<file path="src/rtl/fsr_pkg.sv">
package fsr_pkg;

    localparam int CODE_BITS = 3;
    localparam int ADDR_BITS = 4;
    localparam int RSV_BITS  = 2;
    localparam int ROWS      = 4;
    localparam int ROW_BITS  = 8;
    localparam int DATA_BITS = ROWS * ROW_BITS;

    typedef enum logic [CODE_BITS-1:0] {
        CK_NONE    = 3'b000,
        CK_LOGIN   = 3'b001,
        CK_WRITE   = 3'b010,
        CK_READ    = 3'b100,
        CK_PROTECT = 3'b110,
        CK_DISABLE = 3'b101
    } cmd_kind_e;

    typedef enum logic [1:0] {
        SL_IDLE,
        SL_WAIT,
        SL_RUN
    } slot_state_e;

    typedef enum logic [1:0] {
        PS_START,
        PS_CODE,
        PS_ADDR,
        PS_DATA
    } parse_state_e;

    typedef struct packed {
        cmd_kind_e              kind;
        logic [ADDR_BITS-1:0]   addr;
        logic [DATA_BITS-1:0]   data;
        logic                   err;
    } cmd_t;

    function automatic logic code_known(input logic [CODE_BITS-1:0] c);
        case (c)
            3'b001, 3'b010, 3'b100, 3'b110, 3'b101: return 1'b1;
            default:                                return 1'b0;
        endcase
    endfunction

    function automatic logic takes_addr(input cmd_kind_e k);
        return (k == CK_WRITE) || (k == CK_READ);
    endfunction

endpackage

</file>
<file path="src/rtl/fsr_stop_det.sv">
module fsr_stop_det #(
    parameter int STOP_TICKS = 5
) (
    input  logic clk,
    input  logic rst,
    input  logic rf_tick,
    input  logic field_on,
    output logic stop_evt
);
    localparam int GW = $clog2(STOP_TICKS + 1);
    localparam logic [GW-1:0] GAP_FULL = GW'(STOP_TICKS);
    localparam logic [GW-1:0] GAP_TRIG = GW'(STOP_TICKS - 1);

    logic [GW-1:0] gap_q;

    always_ff @(posedge clk) begin
        if (rst) begin
            gap_q <= '0;
        end else if (rf_tick) begin
            if (field_on)
                gap_q <= '0;
            else if (gap_q != GAP_FULL)
                gap_q <= gap_q + 1'b1;
        end
    end

    assign stop_evt = rf_tick && !field_on && (gap_q == GAP_TRIG);

    AST_STOP_ONCE: assert property (@(posedge clk) disable iff (rst)
        stop_evt |=> !stop_evt);

endmodule

</file>
<file path="src/rtl/fsr_slot.sv">
module fsr_slot
    import fsr_pkg::*;
#(
    parameter int SLOT_TICKS = 32
) (
    input  logic clk,
    input  logic rst,
    input  logic rf_tick,
    input  logic field_on,
    input  logic stop_evt,
    input  logic quit,
    output logic bit_vld,
    output logic bit_val,
    output logic busy,
    output logic mod_on
);
    localparam int PW = $clog2(SLOT_TICKS);
    localparam logic [PW-1:0] PH_LAST = PW'(SLOT_TICKS - 1);
    localparam logic [PW-1:0] PH_HALF = PW'(SLOT_TICKS / 2);

    slot_state_e   st_q;
    logic [PW-1:0] phase_q;
    logic          zmark_q;
    logic          bvld_q;
    logic          bval_q;

    always_ff @(posedge clk) begin
        if (rst) begin
            st_q    <= SL_IDLE;
            phase_q <= '0;
            zmark_q <= 1'b0;
            bvld_q  <= 1'b0;
            bval_q  <= 1'b0;
        end else begin
            bvld_q <= 1'b0;
            case (st_q)
                SL_IDLE: begin
                    if (stop_evt)
                        st_q <= SL_WAIT;
                end
                SL_WAIT: begin
                    if (rf_tick && field_on) begin
                        st_q    <= SL_RUN;
                        phase_q <= '0;
                        zmark_q <= 1'b0;
                    end
                end
                SL_RUN: begin
                    if (quit) begin
                        st_q    <= SL_IDLE;
                        phase_q <= '0;
                        zmark_q <= 1'b0;
                    end else if (rf_tick) begin
                        if (phase_q == PH_LAST) begin
                            phase_q <= '0;
                            zmark_q <= 1'b0;
                            bvld_q  <= 1'b1;
                            bval_q  <= !(zmark_q || stop_evt);
                        end else begin
                            phase_q <= phase_q + 1'b1;
                            zmark_q <= zmark_q || stop_evt;
                        end
                    end
                end
                default: st_q <= SL_IDLE;
            endcase
        end
    end

    assign bit_vld = bvld_q;
    assign bit_val = bval_q;
    assign busy    = (st_q != SL_IDLE);
    assign mod_on  = (st_q == SL_RUN) && (phase_q >= PH_HALF);

    AST_MODON_HOLD: assert property (@(posedge clk) disable iff (rst)
        (!rf_tick && !quit) |=> $stable(mod_on));

endmodule

</file>
<file path="src/rtl/fsr_parse.sv">
module fsr_parse
    import fsr_pkg::*;
(
    input  logic clk,
    input  logic rst,
    input  logic bit_vld,
    input  logic bit_val,
    output logic fin,
    output logic cmd_valid,
    output logic cmd_drop,
    output cmd_t cmd_o
);
    localparam int CW  = $clog2(ADDR_BITS + RSV_BITS + 1 + 1);
    localparam int RW  = $clog2(ROWS + 1);
    localparam int KW  = $clog2(ROW_BITS + 1);
    localparam int AIW = $clog2(ADDR_BITS);
    localparam int RIW = $clog2(ROWS);
    localparam int CIW = $clog2(ROW_BITS);

    localparam logic [CW-1:0] C_CODE_END = CW'(CODE_BITS);
    localparam logic [CW-1:0] C_ADDR_END = CW'(ADDR_BITS);
    localparam logic [CW-1:0] C_RSV_END  = CW'(ADDR_BITS + RSV_BITS);
    localparam logic [RW-1:0] R_LAST     = RW'(ROWS);
    localparam logic [KW-1:0] K_PAR      = KW'(ROW_BITS);

    parse_state_e          ps_q;
    logic [CW-1:0]         cnt_q;
    logic [CODE_BITS-1:0]  code_q;
    cmd_kind_e             kind_q;
    logic [ADDR_BITS-1:0]  addr_q;
    logic [DATA_BITS-1:0]  data_q;
    logic                  par_q;
    logic                  rowp_q;
    logic [ROW_BITS-1:0]   colp_q;
    logic [RW-1:0]         row_q;
    logic [KW-1:0]         col_q;
    logic                  err_q;
    logic                  valid_q;
    logic                  drop_q;

    logic code_bad;
    logic emit_c;
    logic drop_c;

    always_comb begin
        code_bad = (^{code_q, bit_val}) || !code_known(code_q);
        emit_c   = 1'b0;
        drop_c   = 1'b0;
        if (bit_vld) begin
            case (ps_q)
                PS_START: drop_c = bit_val;
                PS_CODE:  drop_c = (cnt_q == C_CODE_END) && code_bad;
                PS_ADDR:  emit_c = (cnt_q == C_RSV_END) && (kind_q == CK_READ);
                PS_DATA:  emit_c = (row_q == R_LAST) && (col_q == K_PAR);
                default:  ;
            endcase
        end
    end

    assign fin = emit_c || drop_c;

    always_ff @(posedge clk) begin
        if (rst) begin
            ps_q    <= PS_START;
            cnt_q   <= '0;
            code_q  <= '0;
            kind_q  <= CK_NONE;
            addr_q  <= '0;
            data_q  <= '0;
            par_q   <= 1'b0;
            rowp_q  <= 1'b0;
            colp_q  <= '0;
            row_q   <= '0;
            col_q   <= '0;
            err_q   <= 1'b0;
            valid_q <= 1'b0;
            drop_q  <= 1'b0;
        end else begin
            valid_q <= emit_c;
            drop_q  <= drop_c;
            if (bit_vld) begin
                case (ps_q)
                    PS_START: begin
                        if (!bit_val) begin
                            ps_q   <= PS_CODE;
                            cnt_q  <= '0;
                            code_q <= '0;
                            err_q  <= 1'b0;
                        end
                    end
                    PS_CODE: begin
                        if (cnt_q != C_CODE_END) begin
                            code_q <= {code_q[CODE_BITS-2:0], bit_val};
                            cnt_q  <= cnt_q + 1'b1;
                        end else if (code_bad) begin
                            ps_q <= PS_START;
                        end else begin
                            kind_q <= cmd_kind_e'(code_q);
                            cnt_q  <= '0;
                            par_q  <= 1'b0;
                            rowp_q <= 1'b0;
                            colp_q <= '0;
                            row_q  <= '0;
                            col_q  <= '0;
                            addr_q <= '0;
                            data_q <= '0;
                            ps_q   <= takes_addr(cmd_kind_e'(code_q)) ? PS_ADDR : PS_DATA;
                        end
                    end
                    PS_ADDR: begin
                        if (cnt_q < C_ADDR_END) begin
                            addr_q[cnt_q[AIW-1:0]] <= bit_val;
                            par_q <= par_q ^ bit_val;
                            cnt_q <= cnt_q + 1'b1;
                        end else if (cnt_q < C_RSV_END) begin
                            if (bit_val)
                                err_q <= 1'b1;
                            cnt_q <= cnt_q + 1'b1;
                        end else begin
                            if (par_q ^ bit_val)
                                err_q <= 1'b1;
                            cnt_q <= '0;
                            ps_q  <= (kind_q == CK_READ) ? PS_START : PS_DATA;
                        end
                    end
                    PS_DATA: begin
                        if (row_q != R_LAST) begin
                            if (col_q != K_PAR) begin
                                data_q[{row_q[RIW-1:0], col_q[CIW-1:0]}] <= bit_val;
                                rowp_q <= rowp_q ^ bit_val;
                                colp_q[col_q[CIW-1:0]] <= colp_q[col_q[CIW-1:0]] ^ bit_val;
                                col_q <= col_q + 1'b1;
                            end else begin
                                if (rowp_q ^ bit_val)
                                    err_q <= 1'b1;
                                rowp_q <= 1'b0;
                                col_q  <= '0;
                                row_q  <= row_q + 1'b1;
                            end
                        end else begin
                            if (col_q != K_PAR) begin
                                if (colp_q[col_q[CIW-1:0]] ^ bit_val)
                                    err_q <= 1'b1;
                                col_q <= col_q + 1'b1;
                            end else begin
                                if (bit_val)
                                    err_q <= 1'b1;
                                ps_q <= PS_START;
                            end
                        end
                    end
                    default: ps_q <= PS_START;
                endcase
            end
        end
    end

    assign cmd_valid  = valid_q;
    assign cmd_drop   = drop_q;
    assign cmd_o.kind = kind_q;
    assign cmd_o.addr = addr_q;
    assign cmd_o.data = data_q;
    assign cmd_o.err  = err_q;

    AST_VALID_PULSE: assert property (@(posedge clk) disable iff (rst)
        valid_q |=> !valid_q);

    AST_KIND_KNOWN: assert property (@(posedge clk) disable iff (rst)
        valid_q |-> code_known(kind_q));

endmodule

</file>
<file path="src/rtl/fsr_cmd_rx.sv">
module fsr_cmd_rx
    import fsr_pkg::*;
#(
    parameter int SLOT_TICKS = 32,
    parameter int STOP_TICKS = 5
) (
    input  logic                  clk,
    input  logic                  rst,
    input  logic                  rf_tick,
    input  logic                  field_on,
    output logic                  busy,
    output logic                  mod_on,
    output logic                  cmd_valid,
    output logic                  cmd_drop,
    output logic [CODE_BITS-1:0]  cmd_kind,
    output logic [ADDR_BITS-1:0]  cmd_addr,
    output logic [DATA_BITS-1:0]  cmd_data,
    output logic                  cmd_err
);
    logic stop_evt;
    logic bit_vld;
    logic bit_val;
    logic fin;
    cmd_t cmd_w;

    fsr_stop_det #(
        .STOP_TICKS(STOP_TICKS)
    ) u_stop (
        .clk      (clk),
        .rst      (rst),
        .rf_tick  (rf_tick),
        .field_on (field_on),
        .stop_evt (stop_evt)
    );

    fsr_slot #(
        .SLOT_TICKS(SLOT_TICKS)
    ) u_slot (
        .clk      (clk),
        .rst      (rst),
        .rf_tick  (rf_tick),
        .field_on (field_on),
        .stop_evt (stop_evt),
        .quit     (fin),
        .bit_vld  (bit_vld),
        .bit_val  (bit_val),
        .busy     (busy),
        .mod_on   (mod_on)
    );

    fsr_parse u_parse (
        .clk       (clk),
        .rst       (rst),
        .bit_vld   (bit_vld),
        .bit_val   (bit_val),
        .fin       (fin),
        .cmd_valid (cmd_valid),
        .cmd_drop  (cmd_drop),
        .cmd_o     (cmd_w)
    );

    assign cmd_kind = cmd_w.kind;
    assign cmd_addr = cmd_w.addr;
    assign cmd_data = cmd_w.data;
    assign cmd_err  = cmd_w.err;

    AST_ONE_RESULT: assert property (@(posedge clk) disable iff (rst)
        !(cmd_valid && cmd_drop));

    AST_RESULT_IN_SESSION: assert property (@(posedge clk) disable iff (rst)
        (cmd_valid || cmd_drop) |-> $past(busy));

endmodule

</file>
<file path="config.mk">
export PLATFORM = sky130hd
export DESIGN_NAME = fsr_cmd_rx
export DESIGN_NICKNAME = d
export VERILOG_FILES = /design/src/rtl/fsr_pkg.sv /design/src/rtl/fsr_stop_det.sv /design/src/rtl/fsr_slot.sv /design/src/rtl/fsr_parse.sv /design/src/rtl/fsr_cmd_rx.sv
export SDC_FILE = /design/constraint.sdc
export NUM_CORES = 1
export LEC_CHECK = 0
export ABC_AREA = 0
export ABC_CLOCK_PERIOD_IN_PS = 2900
export BUFFER_PORTS_ARGS = -buffer_cell sky130_fd_sc_hd__buf_4
export CAP_MARGIN = 30
export CELL_PAD_IN_SITES_DETAIL_PLACEMENT = 0
export CELL_PAD_IN_SITES_GLOBAL_PLACEMENT = 1
export CORE_ASPECT_RATIO = 1.5
export CORE_MARGIN = 1
export CORE_UTILIZATION = 44
export CTS_CLUSTER_SIZE = 28
export DETAILED_ROUTE_END_ITERATION = 8
export GPL_ROUTABILITY_DRIVEN = 0
export PLACE_DENSITY = 0.85
export SETUP_SLACK_MARGIN = 0.4
export SYNTH_ARGS = -nofsm -noshare
export SYNTH_HDL_FRONTEND = slang
export SYNTH_SLANG_ARGS = --single-unit
</file>
<file path="constraint.sdc">
create_clock -name clk -period 2.9 [get_ports clk]
set_input_delay 0.29 -clock clk [delete_from_list [all_inputs] [get_ports clk]]
set_output_delay 0.29 -clock clk [all_outputs]
set_load 0.03 [all_outputs]
</file>
==> results of run 1 <==
-- synth_stat cells (3+ instances only) --
cell type | count | area, µm²
nand2_1 | 61 | 229
ha_1 | 23 | 288
nand4b_1 | 7 | 61.3
a31oi_1 | 3 | 18.8
nor2_1 | 16 | 60.1
and2_1 | 6 | 37.5
a211oi_1 | 4 | 30.0
and4_1 | 5 | 43.8
dfxtp_1 | 80 | 1600
nand3b_1 | 4 | 30.0
nor3_1 | 3 | 15.0
buf_2 | 16 | 80.1
o21ai_0 | 51 | 255
o21ai_1 | 9 | 45.0
nand3_1 | 12 | 60.1
a31o_2 | 5 | 43.8
nand4_1 | 7 | 43.8
and3_1 | 8 | 50.1
inv_1 | 26 | 97.6
a311oi_1 | 4 | 35.0
or3_1 | 5 | 31.3
a22oi_1 | 4 | 30.0
clkbuf_1 | 23 | 86.3
o211ai_1 | 9 | 67.6
a21oi_1 | 95 | 475
nor2b_1 | 13 | 81.3
-- final cells by class --
cell class,instances,area (µm²)
fillers,937,4550
inverters,28,105
well taps,115,144
repair buffers,60,450
clock inverters,6,91.3
clock buffers,10,229
multi-input cells,400,2510
flip-flops and latches,80,1600
-- worst min path at each step --
| stage | from | endpoint | slack (ns) | depth (start not counted) |
|---|---|---|---|---|
| final | rf_tick | u_stop.gap_q[2] | 0.23 | 2 |
| after global routing | rf_tick | u_stop.gap_q[2] | 0.23 | 2 |
| after CTS | rf_tick | u_stop.gap_q[2] | 0.21 | 2 |
| after detailed placement | u_parse.data_q[2] | u_parse.data_q[2] | 0.47 | 2 |
| after global placement | u_parse.data_q[29] | u_parse.data_q[29] | 0.46 | 2 |
| after floorplan | u_slot.phase_q[4] | u_slot.phase_q[4] | 0.44 | 2 |
-- per-layer routing --
| metal | vias up | track usage | share of wire |
|---|---|---|---|
| li1 | 2021 | - | - |
| met5 | - | 0 | 0 |
| met1 | 1943 | 0.253 | 0.42 |
| met4 | 0 | 0.114 | 0.028 |
| met2 | 77 | 0.393 | 0.51 |
| met3 | 28 | 0.0431 | 0.035 |
-- critical path: cells and delay by family, from the launching register on --
kind            cells  cell delay, ns
compound gates      4            0.90
fa+ha+maj           1            0.31
buf+inv             2            0.35
flops               1            0.42
simple gates        1            0.26
-- metrics by stage --
step	cells	total power, mW
2_1_floorplan	550	1.15
3_3_place_gp	681	1.17
3_5_place_dp	681	1.17
4_1_cts	697	2.41
5_1_grt	699	2.45
6_report	699	2.38
-- cell families after synthesis --
group	Yosys count
compound gates	200
simple gates	167
flops	80
buf+inv	70
fa+ha+maj	23
xor+xnor	6
mux	4
-- flip-flops by register name, summed over array words and instances, names as in the netlist --
signal             cells
u_slot.zmark_q         1
u_parse.data_q        32
u_slot.bit_val         1
u_slot.bit_vld         1
u_parse.addr_q         4
u_parse.colp_q         8
u_parse.code_q         3
u_parse.cmd_valid      1
u_parse.err_q          1
u_parse.cmd_drop       1
u_parse.kind_q         3
u_stop.gap_q           3
u_slot.phase_q         5
u_slot.st_q            2
u_parse.row_q          3
u_parse.col_q          4
u_parse.ps_q           2
u_parse.par_q          1
u_parse.rowp_q         1
u_parse.cnt_q          3
-- power groups by stage --
stage | Sequential [mW] | Clock [mW] | Combinational (mW)
after floorplan | 1.13 | 0 | 0.0260
after global placement | 1.13 | 0 | 0.0399
after detailed placement | 1.13 | 0 | 0.0400
after CTS | 1.10 | 1.27 | 0.0400
after global routing | 1.10 | 1.30 | 0.0449
final | 1.10 | 1.24 | 0.0404
-- what timing repair did --
item                                    in CTS  in global routing
pin swaps                                    0                  1
endpoints found under the hold margin        0                  0
setup buffers                                0                  2
resized for setup                            2                  9
endpoints found under the setup margin       4                 44
cloned                                       0                  0
==> metrics, run 1 <==
status finished, final reports clean; synthesized instance count between 500 and 600; root buffer cell clkbuf_16; drt first pass iters 5; number of global-route vias before repair approximately 3.8k; Via Count 4069; WS Path Type reg -> reg; Slowest-stage cell, CP dfxtp_1; Post-Syn Area 0.00438 mm²; worst clock skew 0.00568 ns; EDFF count, synth 0; RR Startpoint u_parse.col_q[1]; setup violators final 0; Critical path origin u_parse.col_q[1]; Yosys reg bits 80; PnR worst setup slack 0.512 ns; crit path time final roughly 2.4 ns; Routed WL 11200 µm; Placed Instance Area 0.00477 mm²; initial drt markers 280; DIE HEIGHT 124 µm; Critical Path Sink u_slot.zmark_q; synthesis-to-finish area growth 17.4%; area of the core 0.00969 mm²; Final Hold Vio Count 0; period utilization 0.824; max cap viols 0; via/cell ratio just under 6; post-synthesis xor/xnor area fraction 0.0154; critical path startpoint category register; CTS Buf Count 9; clock share of power 0.520; post-synthesis mux area share 0.0126; wire per inst ~16 µm; PortBufs 47; PwrDens 462 mW/mm²; switching power total 506 µW; dpl ws 0.397 ns; commonest non-fill, non-tap cell in the layout a21oi_1; # DRC 0; Least-Margin Pin Slew 0.711 ns; Max clock buf depth 2; Synth Area in Compound Gates 0.265; Gate power share 0.017; Reg2Reg Depth 8; Int Power 1.87 mW; Setup TNS 0 ns; Sw Ratio 0.213; Die Width 83.4 µm; global-route wire length before repair 18400 µm; WP data required 3.09 ns; cells along the critical path inv_2 -> ha_2 -> nand3b_1 -> o32ai_1 -> a211oi_4 -> buf_4 -> a22oi_2 -> a211oi_1; Worst Path Arrival between 2 and 3 ns; worst hold path type in -> reg; Die ar. 0.0104 mm²; most frequent cells in the layout a21oi_1, dfxtp_1, nand2_1; Design Area, Final ~0.005 mm²; yosys warns 0; sequential share of power 0.463; Slew Viols, Final 0; Net Count, Synth 577; initial antenna violation count 0; Reg2Reg Setup Slack slightly above 0.5 ns; Crit Path Max Fanout 11; largest family of logic cells by synthesized area compound AO/OA/AOI/OAI gates; RSZ-0062 raised after global routing true; Simple-Gate Fraction of Synth Area 0.209; Total Nets Final 606; Final Core Density 0.530; worst rel slew slack 0.526; # diodes 0; Adder-Cell Fraction of Synth Area 0.0658; H-Tree Depth 3; initial core utilization 0.452; VDD IR-drop max 0.358 mV; share of cells above drive strength 1 0.178; CTS Sinks 80; CP endpoint kind register; IO Count 48; Fmax approximately 420 MHz; Reg clk slew, reported paths 0.06 ns; Reg-to-Reg End u_slot.zmark_q; largest net degree at the start of global routing 69; Pleak 1.92 nW; Yosys cell types 66; num rows 44; hpwl dp 7720 µm; Overflow after GRT 0; syn_area_per_cell 7.96 µm²; Post-CTS Hold Buffers 0; CTS tree built; Hold WS 0.226 ns; Seq/Total Area, Yosys 0.366; Most used DFF post-synth dfxtp_1; CP peak stage delay ~0.42 ns; GRT Total Usage 0.221; Skew-Pair Late Insertion Delay 0.35 ns; DRT antenna net count 0; ys async rst share 0
Note: power is estimated with default switching activity, not from simulation.
==> run 2: changes to the inputs <==
--- a/config.mk
+++ b/config.mk
@@ -6,7 +6,7 @@
 export NUM_CORES = 1
 export LEC_CHECK = 0
 export ABC_AREA = 0
-export ABC_CLOCK_PERIOD_IN_PS = 2900
+export ABC_CLOCK_PERIOD_IN_PS = 2400
 export BUFFER_PORTS_ARGS = -buffer_cell sky130_fd_sc_hd__buf_4
 export CAP_MARGIN = 30
 export CELL_PAD_IN_SITES_DETAIL_PLACEMENT = 0
==> constraint.sdc (replaced) <==
create_clock -name clk -period 2.4 [get_ports clk]
set_input_delay 0.24 -clock clk [delete_from_list [all_inputs] [get_ports clk]]
set_output_delay 0.24 -clock clk [all_outputs]
set_load 0.03 [all_outputs]
==> run 2 against run 1 <==
Hold slack worse by 0.062 ns. Final cell count up 4.9%. Register-to-register slack worse by 0.12 ns. Sequential share of layout area down 2.5 points. Power up 16%. Critical path type unchanged. Largest cell class unchanged.
==> metrics, run 2 (synthesized netlist as in run 1, its figures left out) <==
status finished, final reports clean (unchanged); Die Width 83.4 µm (unchanged); area of the core 0.00969 mm² (unchanged); Final Core Density 0.587 (was 0.530); Routed WL 12600 µm (was 11200 µm); switching power total 612 µW (was 506 µW); PnR worst setup slack 0.390 ns (was 0.512 ns); num rows 44 (unchanged); Post-CTS Hold Buffers 0 (unchanged); Placed Instance Area 0.00486 mm² (was 0.00477 mm²); CP endpoint kind register (unchanged); # DRC 0 (unchanged); PortBufs 47 (unchanged); Gate power share 0.018 (was 0.017); Overflow after GRT 0 (unchanged); initial core utilization 0.452 (unchanged); Reg2Reg Depth 8 (unchanged); Design Area, Final 0.00569 mm² (was 0.00514 mm²); Max clock buf depth 2 (unchanged); met2 usage 0.438 (was 0.393); Most Crowded Layer GR met2 (unchanged); Least-Margin Pin Slew 0.545 ns (was 0.711 ns); largest net degree at the start of global routing 37 (was 69); Final Hold Vio Count 0 (unchanged); CTS tree built (unchanged); wire per inst 17.2 µm (was 16.0 µm); number of global-route vias before repair 4040 (was 3774); Sw Ratio 0.222 (was 0.213); Worst Path Arrival 2.28 ns (was 2.58 ns); global-route wire length before repair 19400 µm (was 18400 µm); Skew-Pair Late Insertion Delay 0.34 ns (was 0.35 ns); top flop regs u_parse.data_q: 32 flops, u_parse.colp_q: 8 flops, u_slot.phase_q: 5 flops (unchanged); worst rel slew slack 0.636 (was 0.526); H-Tree Depth 3 (unchanged); WS Path Type reg -> reg (unchanged); Reg clk slew, reported paths 0.06 ns (about the same); worst hold path type in -> reg (unchanged); Crit Path Max Fanout 5 (was 11); dpl ws 0.144 ns (was 0.397 ns); Pleak 2.14 nW (was 1.92 nW); CTS Sinks 80 (unchanged); Setup TNS 0 ns (unchanged); Int Power 2.15 mW (was 1.87 mW); synthesis-to-finish area growth 30.1% (was 17.4%); hpwl dp 8240 µm (was 7720 µm); commonest non-fill, non-tap cell in the layout a21oi_1 (unchanged); Via Count 4363 (was 4069); max reg flops 32 (unchanged); CTS Buf Count 9 (unchanged); WP data required 2.67 ns (was 3.09 ns); most frequent cells in the layout a21oi_1, buf_4, dfxtp_1 (was a21oi_1, dfxtp_1, nand2_1); # diodes 0 (unchanged); initial drt markers 328 (was 280); IO Count 48 (unchanged); period utilization 0.838 (was 0.824); Total Nets Final 640 (was 606); sequential share of power 0.480 (was 0.463); Die ar. 0.0104 mm² (unchanged); Fmax 497 MHz (was 419 MHz); Slew Viols, Final 0 (unchanged); crit path time final 2.01 ns (was 2.39 ns); worst clock skew 0.00703 ns (was 0.00568 ns); Top reg by flops u_parse.data_q (unchanged); GRT Total Usage 0.234 (was 0.221); initial antenna violation count 0 (unchanged); clock share of power 0.502 (was 0.520); DRT antenna net count 0 (unchanged); via/cell ratio 5.95 (was 5.82); VDD IR-drop max 0.475 mV (was 0.358 mV); root buffer cell clkbuf_16 (unchanged); met1 Use GR 0.256 (was 0.253); DIE HEIGHT 124 µm (unchanged); PwrDens 485 mW/mm² (was 462 mW/mm²); drt first pass iters 5 (unchanged); M3 GR Usage 0.0378 (was 0.0431); critical path startpoint category register (unchanged); max cap viols 0 (unchanged); setup violators final 0 (unchanged); Worst Hold Path Cells 2 (unchanged); RSZ-0062 raised after global routing true (unchanged); share of cells above drive strength 1 0.294 (was 0.178)
run 2: repair_timing:
action | CTS | global route
setup endpoints to repair | 50 | 60
pin swaps | 4 | 14
setup buffers | 9 | 17
resized for setup | 33 | 54
cloned | 1 | 3
run 2: stage by stage:
| stage | power [mW] | hold WS [ns] | cells |
|---|---|---|---|
| after global routing | 2.83 | 0.177 | 733 |
| final | 2.76 | 0.164 | 733 |
| after global placement | 1.41 | 0.455 | 687 |
| after detailed placement | 1.41 | 0.466 | 687 |
| after CTS | 2.77 | 0.161 | 713 |
| after floorplan | 1.39 | 0.421 | 550 |
run 2: layer usage:
layer  vias to the layer above  wire length (µm)  share of wire
met5                         -                 0              0
met4                         0               428          0.034
met3                        29               469          0.037
met2                       128              6750           0.54
met1                      2109              4940           0.39
li1                       2097                 -              -
run 2: worst paths after layout:
check                          start                  to  slack (ns)
hold / removal               rf_tick     u_stop.gap_q[2]        0.16
setup / recovery    u_parse.cnt_q[1]      u_parse.rowp_q        0.39
setup reg to reg    u_parse.cnt_q[1]      u_parse.rowp_q        0.39
hold reg to reg   u_parse.data_q[30]  u_parse.data_q[30]        0.47
run 2: critical path, cell delays in order, from the launching register on:
cell and delay [ns]:
dfxtp_4 0.39, ha_4 0.15, ha_4 0.16, nor2b_4 0.05, nor4bb_4 0.28, buf_4 0.20, nand2_2 0.06, or4_1 0.51
a21oi_1 0.13
run 2: cell type report:
| type | count | area [µm²] |
|---|---|---|
| repair buffers | 94 | 761 |
| well taps | 115 | 144 |
| clock buffers | 10 | 229 |
| clock inverters | 6 | 66.3 |
| multi-input cells | 400 | 2750 |
| flip-flops and latches | 80 | 1630 |
| fillers | 875 | 4000 |
| inverters | 28 | 110 |
run 2: power by group through the flow:
stage | combinational [mW] | sequential (mW) | clock (mW)
floorplan | 0.0314 | 1.36 | 0
global placement | 0.0492 | 1.36 | 0
detailed placement | 0.0499 | 1.36 | 0
CTS | 0.0510 | 1.33 | 1.40
global route | 0.0559 | 1.32 | 1.46
finish | 0.0509 | 1.32 | 1.38
==> run 3: changes to the inputs <==
--- a/config.mk
+++ b/config.mk
@@ -5,19 +5,19 @@
 export SDC_FILE = /design/constraint.sdc
 export NUM_CORES = 1
 export LEC_CHECK = 0
-export ABC_AREA = 0
-export ABC_CLOCK_PERIOD_IN_PS = 2400
+export ABC_AREA = 1
+export ABC_CLOCK_PERIOD_IN_PS = 1800
 export BUFFER_PORTS_ARGS = -buffer_cell sky130_fd_sc_hd__buf_4
 export CAP_MARGIN = 30
 export CELL_PAD_IN_SITES_DETAIL_PLACEMENT = 0
 export CELL_PAD_IN_SITES_GLOBAL_PLACEMENT = 1
 export CORE_ASPECT_RATIO = 1.5
 export CORE_MARGIN = 1
-export CORE_UTILIZATION = 44
+export CORE_UTILIZATION = 38
 export CTS_CLUSTER_SIZE = 28
 export DETAILED_ROUTE_END_ITERATION = 8
 export GPL_ROUTABILITY_DRIVEN = 0
-export PLACE_DENSITY = 0.85
+export PLACE_DENSITY = 0.81
 export SETUP_SLACK_MARGIN = 0.4
 export SYNTH_ARGS = -nofsm -noshare
 export SYNTH_HDL_FRONTEND = slang
==> constraint.sdc (replaced) <==
create_clock -name clk -period 1.8 [get_ports clk]
set_input_delay 0.18 -clock clk [delete_from_list [all_inputs] [get_ports clk]]
set_output_delay 0.18 -clock clk [all_outputs]
set_load 0.03 [all_outputs]
==> run 3 against run 2 <==
The flow now finishes with violations (setup timing). Largest cell class unchanged. Synthesized cell count up 18%. Sequential power up 34%. Sequential cell count unchanged. Count of clock-buffer cells in the layout up 2. Via count up 13%. Hold slack worse by 0.15 ns. Routed wire length up 11%. Area after synthesis up 2.2%.
==> metrics, run 3 <==
Top reg by flops u_parse.data_q (unchanged); status complete, but fails checks (was finished, final reports clean); CTS Sinks 80 (unchanged); Net Count, Synth 674 (was 577); # diodes 0 (unchanged); Design Area, Final 0.00667 mm² (was 0.00569 mm²); via/cell ratio 5.46 (was 5.95); Final Hold Vio Count 0 (unchanged); worst clock skew 0.00724 ns (was 0.00703 ns); CP endpoint kind register (unchanged); share of cells above drive strength 1 0.365 (was 0.294); # DRC 0 (unchanged); Crit Path Max Fanout 6 (was 5); hpwl dp 8550 µm (was 8240 µm); WP data required 2.05 ns (was 2.67 ns); WL met2 7570 µm (was 6750 µm); area of the core 0.0115 mm² (was 0.00969 mm²); drt first pass iters 5 (unchanged); switching power total 818 µW (was 612 µW); Die ar. 0.0122 mm² (was 0.0104 mm²); initial core utilization 0.390 (was 0.452); initial antenna violation count 0 (unchanged); top sig layer met4 (unchanged); Via Count 4922 (was 4363); Most used DFF post-synth dfxtp_1 (unchanged); DIE HEIGHT 135 µm (was 124 µm); Placed Instance Area 0.00530 mm² (was 0.00486 mm²); global-route wire length before repair 21000 µm (was 19400 µm); Post-Syn Area 0.00447 mm² (was 0.00438 mm²); Yosys reg bits 80 (unchanged); Final Core Density 0.581 (was 0.587); Routed WL 14000 µm (was 12600 µm); period utilization 1.04 (was 0.838); EDFF count, synth 0 (unchanged); Reg2Reg Setup Slack -0.06 ns (was 0.39 ns); Slew Viols, Final 0 (unchanged); VDD IR-drop max 0.547 mV (was 0.475 mV); RSZ-0062 raised after global routing true (unchanged); Total Nets Final 773 (was 640); GRT Total Usage 0.217 (was 0.234); root buffer cell clkbuf_16 (unchanged); violated checks setup timing; Synth top cells by count nand2_1, nor2_1, dfxtp_1 (was a21oi_1, dfxtp_1, nand2_1); most frequent cell after synthesis nand2_1 (was a21oi_1); Synth area leader dfxtp_1 (unchanged); PortBufs 47 (unchanged); Area contributors post-synth dfxtp_1, nand2_1, nor2_1 (was dfxtp_1, a21oi_1, ha_1); Gate power share 0.020 (was 0.018); largest net degree at the start of global routing 44 (was 37); Skew-Pair Late Insertion Delay 0.35 ns (was 0.34 ns); yosys warns 0 (unchanged); Least-Margin Pin Slew 0.514 ns (was 0.545 ns); ys async rst share 0 (unchanged); M1 WL 5110 µm (was 4940 µm); PwrDens 564 mW/mm² (was 485 mW/mm²); Seq/Total Area, Yosys 0.358 (was 0.366); Worst Path Arrival 2.12 ns (was 2.28 ns); PnR worst setup slack -0.0645 ns (was 0.390 ns); clock share of power 0.509 (was 0.502); Die Width 90.6 µm (was 83.4 µm); num rows 48 (was 44); wire per inst 15.5 µm (was 17.2 µm); top flop regs u_parse.data_q: 32 flops, u_parse.colp_q: 8 flops, u_slot.phase_q: 5 flops (unchanged); synthesized instance count 647 (was 550); sequential share of power 0.471 (was 0.480); Pleak 2.53 nW (was 2.14 nW); commonest non-fill, non-tap cell in the layout buf_4 (was a21oi_1); most frequent cells in the layout buf_4, nand2_1, nor2_1 (was a21oi_1, buf_4, dfxtp_1); Max clock buf depth 2 (unchanged); setup violators final 1 (was 0); Post-CTS Hold Buffers 0 (unchanged); crit path time final 1.86 ns (was 2.01 ns); DRT antenna net count 0 (unchanged); worst rel slew slack 0.657 (was 0.636); Yosys cell types 34 (was 66); Int Power 2.94 mW (was 2.15 mW); IO Count 48 (unchanged); number of global-route vias before repair 4569 (was 4040); H-Tree Depth 3 (unchanged); area share of the leading cell type in the synthesized netlist 0.358 (was 0.366); max cap viols 0 (unchanged); syn_area_per_cell 6.91 µm² (was 7.96 µm²); worst hold path type in -> reg (unchanged); Reg clk slew, reported paths 0.06 ns (about the same); Overflow after GRT 0 (unchanged); initial drt markers 310 (was 328); CTS tree built (unchanged); synthesis-to-finish area growth 49.0% (was 30.1%); WS Path Type reg -> reg (unchanged); Fmax 536 MHz (was 497 MHz); Sw Ratio 0.218 (was 0.222); DR WL met3 486 µm (was 469 µm); CTS Buf Count 9 (unchanged); max reg flops 32 (unchanged); overall power 3.76 mW (was 2.76 mW); critical path startpoint category register (unchanged)
==> run 3: repair_timing <==
action | in CTS | in global routing
endpoints found under the setup margin | 75 | 77
setup buffers | 25 | 7
pin swaps | 32 | 54
cloned | 3 | 8
gates resized for setup | 82 | 78
endpoints found under the hold margin | 0 | 0
==> run 3: per-stage QoR <==
stage	hold slack (ns)	TNS [ns]	setup WS (ns)	cells
2_1_floorplan	0.277	0	0.126	647
6_report	0.0174	-0.0645	-0.0645	901
3_5_place_dp	0.374	0	0.0162	842
5_1_grt	0.0299	-1.01	-0.144	901
4_1_cts	0.0124	0	0.0912	886
3_3_place_gp	0.373	0	0.0648	842
==> run 3: cell type report <==
class	count	area (µm²)
Clock buffer	12	256
Inverter	75	315
Sequential cell	80	1630
Multi-Input combinational cell	461	3000
Fill cell	994	4800
Timing Repair Buffer	119	1220
Clock inverter	4	51.3
Tap cell	150	188
==> run 3: cells by family (layout without fill, tap and decap cells) <==
kind of cell,after synthesis,after routing,share of synthesized area
simple gates,295,295,0.290
compound gates,138,138,0.184
buf+inv,106,210,0.0943
flops,80,80,0.358
fa+ha+maj,23,23,0.0643
xor+xnor,5,5,0.00979
==> run 3: worst max-delay path, cell delays in order, from the launching register on <==
cell	delay, ns
dfxtp_2	0.35
inv_4	0.04
ha_4	0.15
clkinv_4	0.05
nor3_4	0.04
buf_6	0.13
a211oi_4	0.24
buf_6	0.18
buf_12	0.13
clkbuf_16	0.14
nand4_1	0.10
a21oi_1	0.22
==> run 3: power groups by stage <==
stage          sequential [mW]  clock (mW)  combinational [mW]
5_1_grt                   1.77        2.03              0.0840
4_1_cts                   1.77        1.95              0.0697
6_report                  1.77        1.91              0.0759
3_3_place_gp              1.81           0              0.0661
2_1_floorplan             1.81           0              0.0436
3_5_place_dp              1.82           0              0.0680
==> run 3: final timing paths <==
kind	from	end	cells past startpoint
worst max-delay path	u_parse.col_q[1]	u_parse.data_q[25]	11
worst min-delay path	field_on	u_stop.gap_q[2]	2
worst max register to register	u_parse.col_q[1]	u_parse.data_q[25]	11
worst min register to register	u_slot.st_q[1]	u_slot.st_q[0]	1
==> run 3: layer usage <==
layer  up-vias  GRT usage
met3        61     0.0400
met5         -          0
li1       2381          -
met1      2343      0.216
met2       137      0.410
met4         0      0.134
